==> src/rtl/pkt_sched_pkg.sv <==
package pkt_sched_pkg;

  localparam int CODE_W = 4;

  localparam logic [CODE_W-1:0] PT_NULL  = 4'd0;
  localparam logic [CODE_W-1:0] PT_GCTL  = 4'd1;
  localparam logic [CODE_W-1:0] PT_AVI   = 4'd2;
  localparam logic [CODE_W-1:0] PT_AUDIO = 4'd3;
  localparam logic [CODE_W-1:0] PT_SPD   = 4'd5;
  localparam logic [CODE_W-1:0] PT_END   = 4'd15;

  // strobes from control to datapath
  typedef struct packed {
    logic clrIdx;
    logic incIdx;
    logic loadType;
    logic setOvr;
    logic setBad;
  } schedCtl_t;

  function automatic logic isSendable(input logic [CODE_W-1:0] code);
    return (code == PT_NULL) || (code == PT_GCTL) || (code == PT_AVI) ||
           (code == PT_AUDIO) || (code == PT_SPD);
  endfunction

  function automatic logic isEnd(input logic [CODE_W-1:0] code);
    return code == PT_END;
  endfunction

endpackage

==> src/rtl/pkt_sched_dp.sv <==
module pkt_sched_dp
  import pkt_sched_pkg::*;
#(
  parameter int SLOTS_PER_REG = 8,
  parameter int NUM_REGS      = 2,
  parameter int DATA_W        = SLOTS_PER_REG * CODE_W,
  parameter int REG_SEL_W     = (NUM_REGS > 1) ? $clog2(NUM_REGS) : 1,
  parameter int IDX_W         = $clog2(SLOTS_PER_REG * NUM_REGS),
  parameter logic [NUM_REGS*DATA_W-1:0] DEF_ALL = {{(NUM_REGS*DATA_W-16){1'b0}}, 16'hF321}
) (
  input  logic                 clk,
  input  logic                 rstN,
  input  logic                 wrEn,
  input  logic [REG_SEL_W-1:0] wrSel,
  input  logic [DATA_W-1:0]    wrData,
  input  schedCtl_t            ctl,
  output logic [CODE_W-1:0]    curCode,
  output logic                 lastSlot,
  output logic [CODE_W-1:0]    typeQ,
  output logic                 overrunFlag,
  output logic                 badCodeFlag
);

  localparam int TOTAL = SLOTS_PER_REG * NUM_REGS;

  logic [NUM_REGS-1:0][DATA_W-1:0] slotRegs;
  logic [CODE_W-1:0]               slotCode [TOTAL];
  logic [IDX_W-1:0]                slotIdx;

  for (genvar r = 0; r < NUM_REGS; r++) begin : g_reg
    always_ff @(posedge clk) begin
      if (!rstN) begin
        slotRegs[r] <= DEF_ALL[r*DATA_W +: DATA_W];
      end else if (wrEn && (wrSel == REG_SEL_W'(r))) begin
        slotRegs[r] <= wrData;
      end
    end
    for (genvar s = 0; s < SLOTS_PER_REG; s++) begin : g_slot
      assign slotCode[r*SLOTS_PER_REG + s] = slotRegs[r][s*CODE_W +: CODE_W];
    end
  end

  assign curCode  = slotCode[slotIdx];
  assign lastSlot = (slotIdx == IDX_W'(TOTAL - 1));

  always_ff @(posedge clk) begin
    if (!rstN) begin
      slotIdx     <= '0;
      typeQ       <= '0;
      overrunFlag <= 1'b0;
      badCodeFlag <= 1'b0;
    end else begin
      if (ctl.clrIdx)        slotIdx <= '0;
      else if (ctl.incIdx)   slotIdx <= slotIdx + 1'b1;
      if (ctl.loadType)      typeQ <= curCode;
      if (ctl.setOvr)        overrunFlag <= 1'b1;
      if (ctl.setBad)        badCodeFlag <= 1'b1;
    end
  end

endmodule

==> src/rtl/pkt_sched_ctl.sv <==
module pkt_sched_ctl
  import pkt_sched_pkg::*;
(
  input  logic              clk,
  input  logic              rstN,
  input  logic              vblankStart,
  input  logic              pktDone,
  input  logic [CODE_W-1:0] curCode,
  input  logic              lastSlot,
  output schedCtl_t         ctl,
  output logic              pktReq,
  output logic              busy
);

  typedef enum logic [1:0] {S_IDLE, S_LOOK, S_WAIT} state_t;

  state_t state, stateNxt;

  always_comb begin
    ctl      = '0;
    stateNxt = state;
    if (vblankStart) begin
      ctl.clrIdx = 1'b1;
      ctl.setOvr = (state != S_IDLE);
      stateNxt   = S_LOOK;
    end else begin
      unique case (state)
        S_LOOK: begin
          if (isEnd(curCode)) begin
            stateNxt = S_IDLE;
          end else if (isSendable(curCode)) begin
            ctl.loadType = 1'b1;
            stateNxt     = S_WAIT;
          end else begin
            ctl.setBad = 1'b1;
            if (lastSlot) stateNxt = S_IDLE;
            else          ctl.incIdx = 1'b1;
          end
        end
        S_WAIT: begin
          if (pktDone) begin
            if (lastSlot) begin
              stateNxt = S_IDLE;
            end else begin
              ctl.incIdx = 1'b1;
              stateNxt   = S_LOOK;
            end
          end
        end
        default: stateNxt = state;
      endcase
    end
  end

  always_ff @(posedge clk) begin
    if (!rstN) state <= S_IDLE;
    else       state <= stateNxt;
  end

  assign pktReq = (state == S_WAIT);
  assign busy   = (state != S_IDLE);

endmodule

==> src/rtl/pkt_slot_sched.sv <==
module pkt_slot_sched
  import pkt_sched_pkg::*;
#(
  parameter int SLOTS_PER_REG = 8,
  parameter int NUM_REGS      = 2,
  parameter int DATA_W        = SLOTS_PER_REG * CODE_W,
  parameter int REG_SEL_W     = (NUM_REGS > 1) ? $clog2(NUM_REGS) : 1
) (
  input  logic                 clk,
  input  logic                 rstN,
  input  logic                 wrEn,
  input  logic [REG_SEL_W-1:0] wrSel,
  input  logic [DATA_W-1:0]    wrData,
  input  logic                 vblankStart,
  output logic                 pktReq,
  output logic [CODE_W-1:0]    pktType,
  input  logic                 pktDone,
  output logic                 busy,
  output logic                 overrunFlag,
  output logic                 badCodeFlag
);

  localparam int IDX_W = $clog2(SLOTS_PER_REG * NUM_REGS);

  schedCtl_t         ctl;
  logic [CODE_W-1:0] curCode;
  logic              lastSlot;

  pkt_sched_dp #(
    .SLOTS_PER_REG(SLOTS_PER_REG),
    .NUM_REGS     (NUM_REGS),
    .DATA_W       (DATA_W),
    .REG_SEL_W    (REG_SEL_W),
    .IDX_W        (IDX_W)
  ) u_dp (
    .clk        (clk),
    .rstN       (rstN),
    .wrEn       (wrEn),
    .wrSel      (wrSel),
    .wrData     (wrData),
    .ctl        (ctl),
    .curCode    (curCode),
    .lastSlot   (lastSlot),
    .typeQ      (pktType),
    .overrunFlag(overrunFlag),
    .badCodeFlag(badCodeFlag)
  );

  pkt_sched_ctl u_ctl (
    .clk        (clk),
    .rstN       (rstN),
    .vblankStart(vblankStart),
    .pktDone    (pktDone),
    .curCode    (curCode),
    .lastSlot   (lastSlot),
    .ctl        (ctl),
    .pktReq     (pktReq),
    .busy       (busy)
  );

endmodule

==> config.mk <==
export PLATFORM = sky130hd
export DESIGN_NAME = pkt_slot_sched
export DESIGN_NICKNAME = d
export VERILOG_FILES = /design/src/rtl/pkt_sched_pkg.sv /design/src/rtl/pkt_sched_dp.sv /design/src/rtl/pkt_sched_ctl.sv /design/src/rtl/pkt_slot_sched.sv
export SDC_FILE = /design/constraint.sdc
export NUM_CORES = 1
export LEC_CHECK = 0
export BUFFER_PORTS_ARGS = -buffer_cell sky130_fd_sc_hd__buf_4
export CAP_MARGIN = 20
export CORE_MARGIN = 4
export CORE_UTILIZATION = 40
export DETAILED_ROUTE_END_ITERATION = 8
export HOLD_SLACK_MARGIN = 0.02
export PLACE_DENSITY_LB_ADDON = 0.08
export RECOVER_POWER = 25
export SYNTH_ARGS = -nofsm -noshare
export SYNTH_HDL_FRONTEND = slang
export SYNTH_SLANG_ARGS = --single-unit
==> constraint.sdc <==
create_clock -name clk -period 3.3 [get_ports clk]
set_input_delay 0.66 -clock clk [delete_from_list [all_inputs] [get_ports clk]]
set_output_delay 0.66 -clock clk [all_outputs]
set_load 0.02 [all_outputs]
# Yosys cells after proc, flatten, opt, wreduce, memory -nomap -nowiden
# Cells that the tools add are included.
# classes
n_addsub	1
muxes	24
order_cmp	1
eq_ne	12
reduce_logical	14
bitwise	3
# op_table
cell	count
4-bit binary-select mux with 4-bit select	1
1-bit 2-to-1 mux	13
2-bit 2-to-1 mux	6
4-bit by 2-bit equality test with 1-bit output, second input constant	2
4-bit equality test, second input constant	2
4-bit 2-to-1 mux	2
3-bit AND reduction	2
5-bit greater-or-equal comparator, second input constant	1
5-bit by 3-bit != test with 1-bit output, second input constant	1
4-bit inverter with 5-bit output	1
4-bit by 1-bit adder with 4-bit output, second input constant	1
4-bit by 1-bit equality test with 1-bit output, second input constant	1
4-bit by 3-bit equality test with 1-bit output, second input constant	1
4-bit logical NOT	1
1-bit logical OR	4
4-bit by 2-bit != test with 1-bit output, second input constant	1
2-bit one-hot mux with 2 select lines	1
2-bit nonzero test	2
2-bit OR reduction	2
3-bit by 2-bit != test with 1-bit output, second input constant	1
3-bit nonzero test	1
2-bit by 1-bit equality test with 1-bit output, second input constant	1
2-bit equality test, second input constant	1
1-bit logical AND	2
3 further kinds	4
# word_totals
regBits	76
wordCells	63
input_bits	38

# Longest topological paths before layout
# Gate-level depths: netlist of the first run.
# depth
depth_word	13
depth_mapped	10

# Cells and area by module
# From an unflattened synthesis of the first run, not the netlist that was laid out.
# unflattened
hier_cells	407
area_unflattened_um2	3519.6
# modules_own_cells
module	area_per_inst_um2	n_inst	seq_area_each_um2	cells_per_inst
pkt_sched_dp	3266.9	1	1481.4	374
pkt_sched_ctl	252.7	1	40.0	33

# Worst setup path before layout of the first run
# Ideal clock, no wire load.
# synth_timing
path_kind	reg-to-reg
startpoint	register u_dp.slotIdx[0]
endpoint	register u_dp.typeQ[0]
synth_period_minus_slack_ps	2406
setup_slack_ps	894
arrival_ps	2291
stages_incl_launch_ff	11
setup_ps	115
path_cell_list	dfxtp_1 buf_6 buf_12 mux4_2 nand2_1 nand4_2 o21ai_2 or3b_1 buf_2 and2_4 o21a_1
# synth_via
elab_chain_cells	13
elab_cells_between_ends	18
cone_classes	eq/ne: 5; mux: 7; bitwise: 1; reduce/logical: 5
# synth_rtl
item	line_no	rtl
start, declared	pkt_sched_dp.sv:28	logic [IDX_W-1:0] slotIdx;
start signal, assigned	pkt_sched_dp.sv:54	else if (ctl.incIdx) slotIdx <= slotIdx + 1'b1;
4-bit inverter with 5-bit output (implied by the code) *	pkt_sched_dp.sv:43	assign curCode = slotCode[slotIdx];
4-bit binary-select mux with 4-bit select *	pkt_sched_dp.sv:43	
4-bit 2-to-1 mux (implied by the code) * (2 in series)	pkt_sched_dp.sv:43	
4-bit by 1-bit equality test with 1-bit output or 4-bit logical NOT (tied branches)	pkt_sched_pkg.sv:22	return (code == PT_NULL) || (code == PT_GCTL) || (code == PT_AVI) ||
1-bit logical OR (3 in series)	pkt_sched_pkg.sv:22	
1-bit logical OR	pkt_sched_pkg.sv:23	(code == PT_AUDIO) || (code == PT_SPD);
1-bit 2-to-1 mux	pkt_sched_ctl.sv:31	end else if (isSendable(curCode)) begin
2-bit 2-to-1 mux	pkt_sched_ctl.sv:29	if (isEnd(curCode)) begin
1-bit 2-to-1 mux	pkt_sched_ctl.sv:27	unique case (state)
2-bit 2-to-1 mux	pkt_sched_ctl.sv:22	if (vblankStart) begin
end signal, assigned	pkt_sched_dp.sv:55	if (ctl.loadType) typeQ <= curCode;
end, declared	pkt_sched_dp.sv:19	output logic [CODE_W-1:0] typeQ,
# Mark *: on every way between the ends. The rest lies on a longest branch, timed or not. The select of a mux whose other input is x is not followed.
# A chain may end at the register's enable or synchronous reset.

# Worst setup path in the final report of the first run
# layout_timing
startpoint	register u_dp.slotIdx[0]
endpoint	register u_dp.slotIdx[3]
# layout_via
elab_chain_cells	13
elab_cells_between_ends	22
cone_classes	add/sub: 1; eq/ne: 6; mux: 9; bitwise: 1; reduce/logical: 5
# layout_rtl
item	line_no
4-bit inverter with 5-bit output (implied by the code)	pkt_sched_dp.sv:43
4-bit binary-select mux with 4-bit select	pkt_sched_dp.sv:43
4-bit 2-to-1 mux (implied by the code) (2 in series)	pkt_sched_dp.sv:43
4-bit by 1-bit equality test with 1-bit output or 4-bit logical NOT (tied branches)	pkt_sched_pkg.sv:22
1-bit logical OR (3 in series)	pkt_sched_pkg.sv:22
1-bit logical OR	pkt_sched_pkg.sv:23
1-bit 2-to-1 mux	pkt_sched_ctl.sv:31
2-bit 2-to-1 mux	pkt_sched_ctl.sv:29
1-bit one-hot mux with 2 select lines	pkt_sched_ctl.sv:27
2-bit 2-to-1 mux	pkt_sched_ctl.sv:22
# Several ways; a longest one is shown, not always the timed one. The select of a mux whose other input is x is not followed.

==> results of run 1 <==
-- path summary, 6_finish.rpt --
check | to | from | cells after the start
setup / recovery | u_dp.slotIdx[3]$_SDFFE_PP0P_ | u_dp.slotIdx[0]$_SDFFE_PP0P_ | 8
hold / removal | u_dp.slotCode[3]$_SDFFE_PN0P_ | u_dp.slotCode[3]$_SDFFE_PN0P_ | 2
setup reg to reg | u_dp.slotIdx[3]$_SDFFE_PP0P_ | u_dp.slotIdx[0]$_SDFFE_PP0P_ | 8
hold reg to reg | u_dp.slotCode[3]$_SDFFE_PN0P_ | u_dp.slotCode[3]$_SDFFE_PN0P_ | 2
-- synth_stat cells (all sizes together) --
cell type  count
and3           2
nand3         14
a311oi         1
and2           3
inv            6
clkbuf        23
a22oi          1
o41ai          1
nor3           2
nand2        142
nand2b         3
dfxtp         76
buf            6
o31ai          2
o21ai          3
mux2           1
nor2           8
xnor2          1
a211oi         1
nor4           1
a211o          1
nor2b          7
and4           3
mux2i          3
o211ai         1
a21boi        56
ha             4
o21a           2
nand4          5
a21oi          4
mux4          16
or3b           1
-- where the power goes --
part           internal (uW)  total [uW]  switching (uW)
logic                   98.3         208             110
clock network            443         783             340
registers                959         985            25.9
total                   1500        1980             476
-- cells by family (layout without fill, tap and decap cells) --
group                    count (synthesis)  after routing  share of synthesized area
AND/OR/NAND/NOR                        191            191                      0.234
multiplexers                            20             20                      0.124
adder cells (fa/ha/maj)                  4              4                     0.0140
buffers and inverters                   35             74                     0.0449
XOR/XNOR                                 1              1                    0.00245
AO/OA/AOI/OAI                           73             73                      0.155
flip-flops                              76             76                      0.426
-- cell usage in the layout, fill, tap and decap left out, types with 2 or more instances in the layout --
master       n
bufinv_16    2
nor2_1       8
buf_4       49
clkinv_2     3
nand2b_1     3
a21boi_0    56
nand2_1    142
o21a_1       2
mux2i_1      3
mux4_1      11
clkbuf_1     3
and3_2       2
o21ai_0      2
nor3_1       2
dfxtp_1     76
ha_1         4
inv_1        6
nand4_1      4
clkbuf_8    10
mux4_2       5
a21oi_1      4
nor2b_1      6
nand3_1     14
and4_4       2
-- registers in the layout, summed over array words and instances (netlist names) --
register / flops
u_ctl.state: 2
u_dp.slotIdx: 4
u_dp.overrunFlag: 1
u_dp.slotCode: 64
u_dp.badCodeFlag: 1
u_dp.typeQ: 4
-- per-stage QoR --
stage                     setup slack (ps)  area (sq um)  hold slack [ps]  cells  utilization
after floorplan                        894          3570              432    400            -
after global placement                 525          3970              447    531        0.455
after detailed placement               439          3970              456    531        0.455
after CTS                              423          4190              468    547        0.480
after global routing                   213          4180              489    547        0.479
final                                  396          4180              464    547        0.479
-- layer usage --
layer | vias to the layer above | global-route usage | part of all wire
met3 | 7 | 0.0396 | 0.044
met1 | 1379 | 0.237 | 0.47
met2 | 55 | 0.282 | 0.48
li1 | 1437 | - | -
met5 | - | 0 | 0
met4 | 0 | 0.0535 | 0.011
-- cell type report --
cell class	count	share of cell area
Multi-Input combinational cell	289	0.452
Inverter	6	0.00539
Tap cell	108	0.0323
Sequential cell	76	0.364
Clock inverter	5	0.0180
Clock buffer	11	0.0338
Timing Repair Buffer	52	0.0946
-- worst min-delay path: stages, from the launching register on --
cell and delay, ps:
dfxtp_1 310, nand2_1 50, a21boi_0 60
==> results.md, run 1 <==
- Status: finished, violations left
- Failing checks: capacitance limit, slew limit
- Period utilisation layout: 0.880
- Ant diodes: 0
- Critical path fanouts, max: 13
- Root Buffer: clkbuf_8
- # fillers: 865
- Post-CTS Setup Bufs: 0
- WP data arrival: 3130 ps
- Clock transition at path regs: 80 ps
- FF+latch area: 1520 sq um
- Number of cell rows: 34
- Total track usage: 0.176
- Initial Util: 0.409
- Pin count of the biggest net entering global routing: 39
- Final ANT Viol Nets: 0
- DRC viols: 0
- Syn-to-layout area delta: 17.1%
- Worst-Margin Slew: 1540 ps
- Min Tclk post-route: 2900 ps
- CP Cell Sequence: buf_12, mux4_1, a22oi_1, and3_2, nor4_2, o31ai_4, nand4_1, mux2_1
- Final setup vio count: 0
- RSZ-0062 raised after global routing: false
- WL final: 8.60 mm
- Skew-Pair Late Insertion Delay: 350 ps
- Max-Cap Viols: 1
- Post-CTS Hold Fix Bufs: 0
- Mapped Cells: 400
- Netlist cell types: 40
- Largest stage delay on the critical path: 590 ps
- Buf/Inv on CP: 1
- Max Fclk: 344 MHz
- Setup CP Type: reg2reg
- Die area: 10500 sq um
- Clock sink count: 76
- Initial antenna violation count: 0
- Hold crit path type: reg2reg
- #FFs+latches synth: 76
- Cell taking the most area after synthesis: dfxtp_1
- Boundary pin count: 46
- TritonCTS Buffers: 9
- Skew final: 10.6 ps
- Slew Limit Headroom: -0.0251
- Pwr/cell area: 473 nW/um^2
- Initial DRC count: 114
- Syn Area/Cell: 8.92 sq um
- CP delay by family, top: multiplexers
- Die Width: 102 microns
- DRT Pass-1 Iters: 6
- Vias in the first global route: 2784
- Synthesized Nets: 442
- Drt via density: 5.26
- Slew Limit Fails: 33
- Sequential share of the synthesized area: 0.426
- R2r setup slk: 400 ps
- Max VDD drop: 0.277 mV
- Hpwl dp: 6.04 mm
- LEAKAGE: 0.00164 uW
- Endpoints failing hold: 0
- Total number of vias: 2878
- Bufs on Longest Clock Path: 2
- Tot Pwr: 1980 uW
- Per-cell routed wire length: 15.7 microns
- CP max stage cell: dfxtp_1
- Port buffer count: 45
- Synthesis Warnings: 0
- Synth top area cells: dfxtp_1 43%, nand2_1 15%, a21boi_0 12%
- Placer Congestion: 0.803
- CTS tree: done
- H-tree depth: 3
- Top cell type's share of synthesized area: 0.426
- Final net count: 476
- Setup_tns: 0 ps
- GRT Residual Overflow: 0
- Nature of the critical path endpoint: flip-flop
- Data required, critical path: 3520 ps
- Post-CTS sizing: 0
- Synth Cell Area: 3570 sq um
- Startpoint Class: flip-flop
- Layout cells sized above 1: 0.185
- Area of the multi-input gates: 1890 sq um
- Core area: 8720 sq um
- Global-route wire length before repair: 14.3 mm
- Die height: 102 microns
(Power assumes the default switching activity.)
==> run 2, diff against run 1 <==
--- a/config.mk
+++ b/config.mk
@@ -11,7 +11,7 @@
 export CORE_UTILIZATION = 40
 export DETAILED_ROUTE_END_ITERATION = 8
 export HOLD_SLACK_MARGIN = 0.02
-export PLACE_DENSITY_LB_ADDON = 0.08
+export PLACE_DENSITY = 0.63
 export RECOVER_POWER = 25
 export SYNTH_ARGS = -nofsm -noshare
 export SYNTH_HDL_FRONTEND = slang
==> results.md, run 2 (same netlist as run 1, synthesis figures left out) <==
- Layout cells sized above 1: 0.191 (+0.00683)
- Endpoints failing hold: 0 (unchanged)
- RR Endpoint: u_dp.typeQ[0]$_SDFFE_PN0P_
- Min Tclk post-route: 2620 ps (-286 ps)
- Per-cell routed wire length: 14.7 microns (-6.2%)
- Hold crit path type: reg2reg
- WL final: 8.06 mm (-6.2%)
- Hold depth: 2 (unchanged)
- Max Fclk: 382 MHz (+11%)
- Hold_ws: 470 ps (+5.29 ps)
- Pin count of the biggest net entering global routing: 73 (+87%)
- TritonCTS Buffers: 9 (unchanged)
- Clock transition at path regs: 80 ps (about the same)
- Status: finished, final reports clean
- Pwr/cell area: 486 nW/um^2 (+2.8%)
- Setup_tns: 0 ps (unchanged)
- Ant diodes: 0 (unchanged)
- R2r startpoint: u_dp.slotIdx[1]$_SDFFE_PP0P_
- WP data arrival: 2850 ps (-280 ps)
- # fillers: 834 (-3.6%)
- R2r setup slk: 680 ps (+290 ps)
- Data required, critical path: 3530 ps (about the same)
- Final net count: 477 (+0.21%)
- Drt via density: 5.22 (-0.83%)
- Syn-to-layout area delta: 17.7%
- Die Width: 102 microns (unchanged)
- DRT Pass-1 Iters: 4 (-2)
- Largest register FFs: 64 (unchanged)
- Setup CP Type: reg2reg
- Hpwl dp: 5.73 mm (-5.1%)
- Slew Limit Fails: 0 (-100%)
- Final Util: 0.482 (+0.00244)
- Post-CTS Hold Fix Bufs: 0 (unchanged)
- Min-delay src: u_dp.slotCode[60]$_SDFFE_PN1P_
- Boundary pin count: 46 (unchanged)
- Die area: 10500 sq um (unchanged)
- GRT Residual Overflow: 0 (unchanged)
- Initial DRC count: 114 (unchanged)
- Post-Layout Cell Count: 547 (unchanged)
- Skew-Pair Late Insertion Delay: 340 ps (about the same)
- Worst-Margin Slew: 1180 ps (-361 ps)
- FF+latch area: 1520 sq um (unchanged)
- Initial antenna violation count: 0 (unchanged)
- CTS tree: done
- Max VDD drop: 0.245 mV (-12%)
- RSZ-0062 raised after global routing: false
- Initial Util: 0.409 (unchanged)
- Area of the multi-input gates: 1890 sq um (unchanged)
- Skew final: 5.97 ps (-4.67 ps)
- Nature of the critical path endpoint: flip-flop
- Startpoint Class: flip-flop
- Number of cell rows: 34 (unchanged)
- Total number of vias: 2854 (-0.83%)
- Critical path fanouts, max: 11 (-2)
- Max-Cap Viols: 0 (-1)
- Vias in the first global route: 2859 (+2.7%)
- H-tree depth: 3 (unchanged)
- Placer Congestion: 0.811 (+0.97%)
- Most frequent cells in the layout: 142 x nand2_1, 76 x dfxtp_1, 56 x a21boi_0, 52 x buf_4, 14 x nand3_1
- Setup WS post-layout: 681 ps (+286 ps)
- Clock sink count: 76 (unchanged)
- Hold Path Sink: u_dp.slotCode[60]$_SDFFE_PN1P_
- Global-route wire length before repair: 13.8 mm (-3.1%)
- Final ANT Viol Nets: 0 (unchanged)
- Total track usage: 0.167 (-0.00868)
- Post-CTS Setup Bufs: 0 (unchanged)
- LEAKAGE: 0.00166 uW (+1.2%)
- Path depth of the worst reg2reg path: 8 (unchanged)
- Setup WS pre-CTS: 727 ps (+288 ps)
- Core area: 8720 sq um (unchanged)
- DRC viols: 0 (unchanged)
- Slew Limit Headroom: 0.215 (+0.240)
- Placed instance count: 532 (+0.19%)
- Root Buffer: clkbuf_8
- Post-CTS sizing: 0 (unchanged)
- Port buffer count: 45 (unchanged)
- Bufs on Longest Clock Path: 2 (unchanged)
- Die height: 102 microns (unchanged)
- Period utilisation layout: 0.794 (-0.0865)
- Final setup vio count: 0 (unchanged)
- Most common cell after layout, fill and taps aside: nand2_1
[run 2: worst max path at each step]
stage	startpoint	end	depth (start not counted)
6_report	u_dp.slotIdx[1]$_SDFFE_PP0P_	u_dp.typeQ[0]$_SDFFE_PN0P_	8
5_1_grt	u_dp.slotIdx[0]$_SDFFE_PP0P_	u_dp.slotIdx[3]$_SDFFE_PP0P_	8
4_1_cts	u_dp.slotIdx[1]$_SDFFE_PP0P_	u_dp.typeQ[0]$_SDFFE_PN0P_	8
3_5_place_dp	u_dp.slotIdx[0]$_SDFFE_PP0P_	u_dp.slotIdx[3]$_SDFFE_PP0P_	8
3_3_place_gp	u_dp.slotIdx[0]$_SDFFE_PP0P_	u_dp.slotIdx[3]$_SDFFE_PP0P_	8
2_1_floorplan	u_dp.slotIdx[0]$_SDFFE_PP0P_	u_dp.typeQ[0]$_SDFFE_PN0P_	10
[run 2: power breakdown]
group	switching (uW)	internal, uW	total (uW)	leakage, uW
Sequential	23.8	959	983	0.000622
Clock	335	516	851	0.000122
Combinational	108	99.4	208	0.000913
Total	467	1580	2040	0.00166
[run 2: cell type report]
class | count | share of cell area
sequential | 76 | 0.362
multi-input combinational | 289 | 0.450
timing repair buffer | 53 | 0.0941
clock inverter | 5 | 0.0238
inverter | 6 | 0.00536
tap | 108 | 0.0322
clock buffer | 10 | 0.0328
[run 2: worst max-delay path, stage by stage (launching register included)]
cell and delay, ps:
dfxtp_1 630, buf_4 250, mux4_2 300, nand2_1 120, nand4_2 130, o21ai_2 250
or3b_1 480, and2_4 200, o21a_1 160
[run 2: per-layer routing]
layer	GRT usage	vias up	wire length, microns
met2	0.262	56	3730
met3	0.0341	13	319
li1	-	1432	-
met4	0.0605	0	130
met5	0	-	0
met1	0.228	1353	3890
[run 2: metrics by stage]
stage               power, uW  cell area, sq um
global placement         1210              3970
CTS                      2060              4200
global route             2120              4200
detailed placement       1210              3970
finish                   2040              4200
floorplan                1130              3570
